==> src/rtl/skip_group_pkg.sv <==
package skip_group_pkg;
  localparam int unsigned INSTR_W = 12;

  typedef struct packed {
    logic in_group;
    logic clr_acc;
    logic t_neg;
    logic t_zero;
    logic t_link;
    logic invert;
    logic or_sw;
    logic halt;
  } grp_op_t;
endpackage

==> src/rtl/skip_group_decode.sv <==
module skip_group_decode
  import skip_group_pkg::*;
(
  input  logic [INSTR_W-1:0] instr_i,
  output grp_op_t            op_o
);
  logic hit;
  assign hit = (instr_i[11:8] == 4'b1111) && !instr_i[0];

  always_comb begin
    op_o          = '0;
    op_o.in_group = hit;
    if (hit) begin
      op_o.clr_acc = instr_i[7];
      op_o.t_neg   = instr_i[6];
      op_o.t_zero  = instr_i[5];
      op_o.t_link  = instr_i[4];
      op_o.invert  = instr_i[3];
      op_o.or_sw   = instr_i[2];
      op_o.halt    = instr_i[1];
    end
  end
endmodule

==> src/rtl/skip_group_cond.sv <==
module skip_group_cond
  import skip_group_pkg::*;
#(
  parameter int unsigned DATA_W = 12
) (
  input  grp_op_t           op_i,
  input  logic [DATA_W-1:0] acc_i,
  input  logic              link_i,
  output logic              skip_o
);
  localparam int unsigned SIGN_B = DATA_W - 1;

  logic any_hit;
  // tests see the accumulator before any clear
  assign any_hit = (op_i.t_neg  && acc_i[SIGN_B])
                 | (op_i.t_zero && (acc_i == '0))
                 | (op_i.t_link && link_i);

  assign skip_o = op_i.in_group && (any_hit ^ op_i.invert);
endmodule

==> src/rtl/skip_group_acc.sv <==
module skip_group_acc
  import skip_group_pkg::*;
#(
  parameter int unsigned DATA_W = 12
) (
  input  grp_op_t           op_i,
  input  logic [DATA_W-1:0] acc_i,
  input  logic [DATA_W-1:0] sw_i,
  output logic [DATA_W-1:0] acc_o
);
  logic [DATA_W-1:0] cleared;
  assign cleared = op_i.clr_acc ? '0 : acc_i;
  assign acc_o   = op_i.or_sw ? (cleared | sw_i) : cleared;
endmodule

==> src/rtl/skip_group_exec.sv <==
module skip_group_exec
  import skip_group_pkg::*;
#(
  parameter int unsigned DATA_W = 12
) (
  input  logic               clk_i,
  input  logic               rst_ni,
  input  logic               exec_i,
  input  logic [INSTR_W-1:0] instr_i,
  input  logic [DATA_W-1:0]  acc_i,
  input  logic               link_i,
  input  logic [DATA_W-1:0]  sw_i,
  input  logic               cont_i,
  output logic [DATA_W-1:0]  acc_o,
  output logic               skip_o,
  output logic               halt_o
);
  grp_op_t           op;
  logic              skip_d;
  logic [DATA_W-1:0] acc_d;

  skip_group_decode u_dec (
    .instr_i (instr_i),
    .op_o    (op)
  );

  skip_group_cond #(.DATA_W(DATA_W)) u_cond (
    .op_i   (op),
    .acc_i  (acc_i),
    .link_i (link_i),
    .skip_o (skip_d)
  );

  skip_group_acc #(.DATA_W(DATA_W)) u_acc (
    .op_i  (op),
    .acc_i (acc_i),
    .sw_i  (sw_i),
    .acc_o (acc_d)
  );

  always_ff @(posedge clk_i or negedge rst_ni) begin
    if (!rst_ni) begin
      acc_o  <= '0;
      skip_o <= 1'b0;
    end else if (exec_i) begin
      acc_o  <= acc_d;
      skip_o <= skip_d;
    end
  end

  // new halt request wins over continue
  always_ff @(posedge clk_i or negedge rst_ni) begin
    if (!rst_ni)                halt_o <= 1'b0;
    else if (exec_i && op.halt) halt_o <= 1'b1;
    else if (cont_i)            halt_o <= 1'b0;
  end
endmodule

==> config.mk <==
export PLATFORM = sky130hd
export DESIGN_NAME = skip_group_exec
export DESIGN_NICKNAME = d
export VERILOG_FILES = /design/src/rtl/skip_group_pkg.sv /design/src/rtl/skip_group_decode.sv /design/src/rtl/skip_group_cond.sv /design/src/rtl/skip_group_acc.sv /design/src/rtl/skip_group_exec.sv
export SDC_FILE = /design/constraint.sdc
export NUM_CORES = 1
export LEC_CHECK = 0
export ABC_AREA = 1
export BUFFER_PORTS_ARGS = -buffer_cell sky130_fd_sc_hd__buf_2
export CELL_PAD_IN_SITES_DETAIL_PLACEMENT = 1
export CELL_PAD_IN_SITES_GLOBAL_PLACEMENT = 1
export CORE_MARGIN = 2
export CORE_UTILIZATION = 25
export CTS_BUF_LIST = sky130_fd_sc_hd__clkbuf_2
export CTS_CLUSTER_DIAMETER = 200
export DETAILED_ROUTE_END_ITERATION = 8
export GPL_ROUTABILITY_DRIVEN = 0
export GPL_TIMING_DRIVEN = 0
export PLACE_DENSITY = 0.83
export SLEW_MARGIN = 10
export SYNTH_ARGS = -nofsm -noshare
export SYNTH_HDL_FRONTEND = slang
export SYNTH_HIERARCHICAL = 1
export SYNTH_SLANG_ARGS = --single-unit
==> constraint.sdc <==
create_clock -name clk_i -period 0.8 [get_ports clk_i]
set_input_delay 0.08 -clock clk_i [delete_from_list [all_inputs] [get_ports clk_i]]
set_output_delay 0.08 -clock clk_i [all_outputs]
set_load 0.01 [all_outputs]
==> summary.md, run 1 <==
| Metric | Value |
|---|---|
| Core box area | 3360 µm² |
| Iteration count of the initial detailed-routing pass | 5 |
| DRC violations left | 0 |
| Port Buffers | 54 |
| Hold Crit Class | in -> reg |
| Post-Syn Area per Cell | a little over 6 µm² |
| Hold Path Stages | 4 |
| Final worst slack | -112 ps |
| CP max FO | 2 |
| Max stage delay on crit path | around 400 ps |
| Startpoint Class | register |
| FF-to-FF setup slack | -50 ps |
| Fin crit share | 1.14 |
| Largest area contributor in the netlist | dfrtp_1 |
| Clock Tree Root | clkbuf_2 |
| Worst-Margin Slew | 304 ps |
| Crit end category | primary output |
| Vias per cell | 4.16 |
| Critical Path Slowest Stage Cell | dfrtp_1 |
| Hold EP | halt_o |
| CP delay by family, top | flip-flops |
| Unrepaired setup endpoints after global routing | true |
| Largest cells by area after synthesis | dfrtp_1, nand2_1, inv_1 |
| Relative slew slack | 0.798 |
| FF-to-FF Start | acc_o[1] |
| Clk_lat worst skew | 260 ps |
| Final HPWL DP | 2110 µm |
| Fmax | between 1000 and 1500 MHz |
| Final setup violation count | 23 |
| Worst hold slack | ~24 ps |
| Final net count | 257 |
| Tot GR Track Use | 0.144 |
| Starting DRT DRC Count | 17 |
| # IOs | between 50 and 60 |
| Status | finished with violations |
| Failing checks | negative setup slack |
| Synth cell count leaders | nand2_1, dfrtp_1, inv_1, nor2_1, buf_6 |
| DRT antenna net count | 0 |
| Max Root-Sink Buffers | 2 |
| Antenna violations before repair | 0 |
| Largest net degree at the start of global routing | 15 |
| Post-synthesis compound-gate area fraction | 0.00571 |
| Post-Route Setup TNS | -1450 ps |
| Seq/Total Area, Yosys | 0.399 |
| N_diodes | 0 |
| Vias post-DR | around 1100 |
| Chip height | ~63 µm |
| Primary FF master, synth | dfrtp_1 |
| Library cell with the highest instance count after synthesis | nand2_1 |
| DIE AREA | between 3000 and 4000 µm² |
| Max Slew Vio Count | 0 |
| Syn_nets | between 150 and 200 |
| EDFF count, synth | 0 |
| Layout cells sized above 1 | 0.474 |
| Yosys cell types | 13 |
| Worst path bufs/invs | 1 |
| Clk slew on worst S/H paths | 140 ps |
| Largest family of logic cells by synthesized area | simple AND/OR/NAND/NOR gates |
| Xor-xnor portion of the synthesized cell area | 0 |
| PD cells | ~1100 nW/µm² |
| CTS tree | yes |
| DP Worst Slack | -482 ps |
| WL/cell | approximately 11 µm |
| Simple-Gate Fraction of Synth Area | 0.471 |
| Mux cell area share after synthesis | 0 |
| DIE WIDTH | between 60 and 70 µm |
| Overflow after GRT | 0 |
| Cells after Synth | around 140 |
| #FFs+latches synth | 14 |
| Post-synth top area share | 0.399 |
| CTS Buf Count | 3 |
| Mapped Area | 877 µm² |
| Vias in the first global route | roughly 1100 |
| CP required | between 700 and 800 ps |
| Reg-to-Reg End | acc_o[1] |
| Minimum clock period | 912 ps |
| H-tree depth | 1 |
| Cell area after layout | between 1000 and 1500 µm² |
| P_leak | 0.911 nW |
| Sink Count | 14 |
| First-pass GRT wire length | roughly 4600 µm |
| Synthesis Warnings | 6 |
| Initial Util | 0.261 |
| Max-cap viol count | 0 |
| Clock Skews | 0 ps |
| Post-place instance area | ~1200 µm² |
| Startpoint of the worst hold path | cont_i |
| WP data arrival | about 830 ps |
| Post-synth ARST share | 1.00 |
| Max IR drop VDD | around 0.00031 V |
| Placed insts | around 240 |
| Filler cells | 482 |
| Fin cells | about 260 |
| Synth-to-Final Area Change | 66.0% |
| Cells on worst reg2reg path | 4 |
| Cell chain of the critical path | buf_2 |
| Final Hold Viols | 0 |
| CP Class | reg -> out |
| Row count | 21 |
| Adder-cell share of the synthesized area | 0 |
| WL final | 2830 µm |
placed cells by master (no fill, tap or decap), drive strengths merged:
cell type	count
nand2	88
clkinv	1
inv	16
or2	1
a21oi	1
nor2	15
clkbuf	3
nand3	2
dlygate4sd3	1
buf	73
dfrtp	14
repair_timing:
action | CTS | global route
buffers inserted | 7 | 7
gates cloned | 0 | 1
pin swaps | 7 | 23
hold buffers | 1 | 0
endpoints found under the hold margin | 14 | 0
setup endpoints to repair | 25 | 22
gates resized for setup | 6 | 27
sequential cells by signal (all words and copies together) (netlist names):
signal,cells
acc_o,12
halt_o,1
skip_o,1
metrics by stage:
stage,total power [W],util
after global routing,0.00174,0.433
after global placement,0.00117,0.360
after detailed placement,0.00118,0.360
after CTS,0.00157,0.394
final,0.00162,0.433
after floorplan,0.000967,-
worst max-delay path by stage:
stage	to	from	slack, ps	cells after the start
finish	acc_o[5]	acc_o[5]	-110	1
global route	skip_o	instr_i[9]	-190	13
CTS	acc_o[10]	acc_o[10]	-120	1
detailed placement	skip_o	instr_i[9]	-480	12
global placement	skip_o	instr_i[9]	-430	12
floorplan	skip_o	instr_i[9]	-200	11
worst min-delay path: stages:
cell     delay [ps]
buf_2            70
inv_1            30
nand2_1          50
nand2_1          40
cell type report:
class | instances | area (µm²) | share of cell area
Clock buffer | 3 | 15.0 | 0.0103
Timing Repair Buffer | 69 | 428 | 0.294
Sequential cell | 14 | 350 | 0.241
Buffer | 5 | 48.8 | 0.0335
Inverter | 16 | 60.1 | 0.0412
Clock inverter | 1 | 3.75 | 0.00258
Multi-Input combinational cell | 107 | 493 | 0.338
Tap cell | 46 | 57.6 | 0.0395
logic make-up (layout without fill, tap and decap cells):
logic type	after synthesis	count (layout)
simple gates	106	106
compound gates	1	1
flops	14	14
buf+inv	21	94
power by group:
part	internal, W	switching (W)
Combinational	0.000258	0.000238
Sequential	0.000764	0.0000285
Clock	0.000109	0.000220
Total	0.00113	0.000486
layer usage:
metal | vias up | global-route usage | share of wire
met5 | - | 0 | 0
met4 | 0 | 0.0652 | 0.0088
met3 | 2 | 0.0143 | 0.041
met2 | 29 | 0.262 | 0.55
met1 | 499 | 0.169 | 0.40
li1 | 557 | - | -
Power figures use the tool's default switching activity.
==> run 2: changes to the inputs <==
--- a/config.mk
+++ b/config.mk
@@ -16,7 +16,9 @@
 export DETAILED_ROUTE_END_ITERATION = 8
 export GPL_ROUTABILITY_DRIVEN = 0
 export GPL_TIMING_DRIVEN = 0
+export MAX_ROUTING_LAYER = met4
 export PLACE_DENSITY = 0.83
+export REMOVE_ABC_BUFFERS = 1
 export SLEW_MARGIN = 10
 export SYNTH_ARGS = -nofsm -noshare
 export SYNTH_HDL_FRONTEND = slang
==> run 2 against run 1 <==
- the run still ends with negative setup slack left
- die area is the same
- fmax shrank 0.79%
- sequential cell count is the same
- core utilization up 1.2 points
- routed wire length grew 0.42%
- setup slack worse by 7.3 ps
- clock-buffer cell count unchanged
- final area rose by 2.8%
- critical path depth did not move
- clock skew stayed put
- clock power shrank 4%
- first-iteration DRC count shrank 5.9%
- highest routed layer unchanged
==> summary.md, run 2 (synthesis gave the netlist of run 1 again) <==
| Metric | Value |
|---|---|
| Core box area | 3360 µm² (unchanged) |
| CTS tree | yes (unchanged) |
| Clk slew on worst S/H paths | 130 ps (was 140 ps) |
| Vias in the first global route | 1113 (was 1104) |
| DIE AREA | 4000 µm² (unchanged) |
| Vias post-DR | 1058 (was 1087) |
| Critical Path Slowest Stage Cell | dfrtp_1 (unchanged) |
| Vias per cell | 4.13 (was 4.16) |
| CTS Buf Count | 3 (unchanged) |
| First-pass GRT wire length | 4720 µm (was 4620 µm) |
| Max IR drop VDD | 0.000275 V (was 0.000315 V) |
| Max-cap viol count | 0 (unchanged) |
| CP delay by family, top | flip-flops (unchanged) |
| Worst-Margin Slew | 326 ps (was 304 ps) |
| Relative slew slack | 0.783 (was 0.798) |
| Clock Skews | 0 ps (unchanged) |
| Fin crit share | 1.15 (was 1.14) |
| DP Worst Slack | -737 ps (was -482 ps) |
| Max Slew Vio Count | 0 (unchanged) |
| Largest net degree at the start of global routing | 16 (was 15) |
| Max Root-Sink Buffers | 2 (unchanged) |
| WP data arrival | 840 ps (was 830 ps) |
| WL final | 2850 µm (was 2830 µm) |
| Filler cells | 461 (was 482) |
| Tot GR Track Use | 0.153 (was 0.144) |
| Worst hold slack | 34.5 ps (was 24.2 ps) |
| DIE WIDTH | 63.2 µm (unchanged) |
| Total power | 0.00160 W (was 0.00162 W) |
| Sink Count | 14 (unchanged) |
| Cell chain of the critical path | buf_2 (unchanged) |
| Final net count | 253 (was 257) |
| Antenna violations before repair | 0 (unchanged) |
| P_leak | 0.928 nW (was 0.911 nW) |
| Final Hold Viols | 0 (unchanged) |
| Final setup violation count | 26 (was 23) |
| Layout cells sized above 1 | 0.505 (was 0.474) |
| Status | finished with violations (unchanged) |
| Hold Crit Class | in -> reg (unchanged) |
| Post-Route Setup TNS | -1590 ps (was -1450 ps) |
| Most common cell after layout, fill and taps aside | nand2_1 (unchanged) |
| CP max FO | 2 (unchanged) |
| Final HPWL DP | 1960 µm (was 2110 µm) |
| Iteration count of the initial detailed-routing pass | 4 (was 5) |
| Final worst slack | -119 ps (was -112 ps) |
| Chip height | 63.2 µm (unchanged) |
| Fmax | 1090 MHz (was 1100 MHz) |
| Synth-to-Final Area Change | 70.8% (was 66.0%) |
| Crit end category | primary output (unchanged) |
| Starting DRT DRC Count | 16 (was 17) |
| H-tree depth | 1 (unchanged) |
| Layout Utilization | 0.445 (was 0.433) |
| Initial Util | 0.261 (unchanged) |
| N_diodes | 0 (unchanged) |
| Largest register FFs | 12 (unchanged) |
| DRT antenna net count | 0 (unchanged) |
| Biggest register | acc_o (unchanged) |
| Max stage delay on crit path | 430 ps (was 410 ps) |
| PD cells | 1070 nW/µm² (was 1110 nW/µm²) |
| Failing checks | negative setup slack (unchanged) |
| WL/cell | 11.1 µm (was 10.9 µm) |
| Clk_lat worst skew | 260 ps (about the same) |
| Biggest regs | acc_o (12), halt_o (1), skip_o (1) (unchanged) |
| Row count | 21 (unchanged) |
| Clock Tree Root | clkbuf_2 (unchanged) |
| Startpoint Class | register (unchanged) |
| # IOs | 55 (unchanged) |
| DRC violations left | 0 (unchanged) |
| Most frequent cells in the layout | nand2_1, buf_2, nand2_2 (unchanged) |
| CP required | 720 ps (about the same) |
| Port Buffers | 54 (unchanged) |
| CP Class | reg -> out (unchanged) |
| Minimum clock period | 919 ps (was 912 ps) |
| Worst path bufs/invs | 1 (unchanged) |
| Overflow after GRT | 0 (unchanged) |
| Unrepaired setup endpoints after global routing | true (unchanged) |
==> run 2: final timing paths <==
check | start | to | slack [ps] | depth (start not counted)
min reg2reg | halt_o | halt_o | 490 | 2
max in group asynchronous | rst_ni | skip_o | 320 | 2
min | cont_i | halt_o | 30 | 4
max reg2reg | acc_o[8] | acc_o[8] | -30 | 4
max | acc_o[4] | acc_o[4] | -120 | 1
min in group asynchronous | rst_ni | acc_o[10] | 230 | 2
==> run 2: through the flow <==
step / instance area, µm² / std cells
floorplan: 828 / 137
global placement: 1160 / 237
detailed placement: 1160 / 237
CTS: 1310 / 250
global route: 1500 / 256
finish: 1500 / 256
==> run 2: layer usage <==
metal | routed length [µm] | vias up | part of all wire | track usage
met1 | 1180 | 475 | 0.41 | 0.160
met5 | 0 | - | 0 | -
met2 | 1520 | 31 | 0.54 | 0.293
met3 | 120 | 2 | 0.042 | 0.0214
li1 | - | 550 | - | -
met4 | 23 | 0 | 0.0081 | 0.0489
==> run 2: power by group <==
group	internal (W)	switching, W
Combinational	0.000250	0.000241
Clock	0.000102	0.000213
Sequential	0.000764	0.0000289
Total	0.00112	0.000483
==> run 2: final cells by class <==
class,count,area (µm²),share of cell area
Multi-Input combinational cell,107,549,0.367
Timing Repair Buffer,70,463,0.309
Sequential cell,14,350,0.234
Inverter,16,62.6,0.0418
Tap cell,46,57.6,0.0384
Clock buffer,3,15.0,0.0100
==> run 2: timing repair <==
action | CTS | global route
hold buffers | 1 | 0
cloned | 0 | 1
endpoints found under the setup margin | 27 | 27
hold endpoints to repair | 14 | 0
resized for setup | 12 | 37
buffers inserted | 9 | 6
pin swaps | 12 | 32
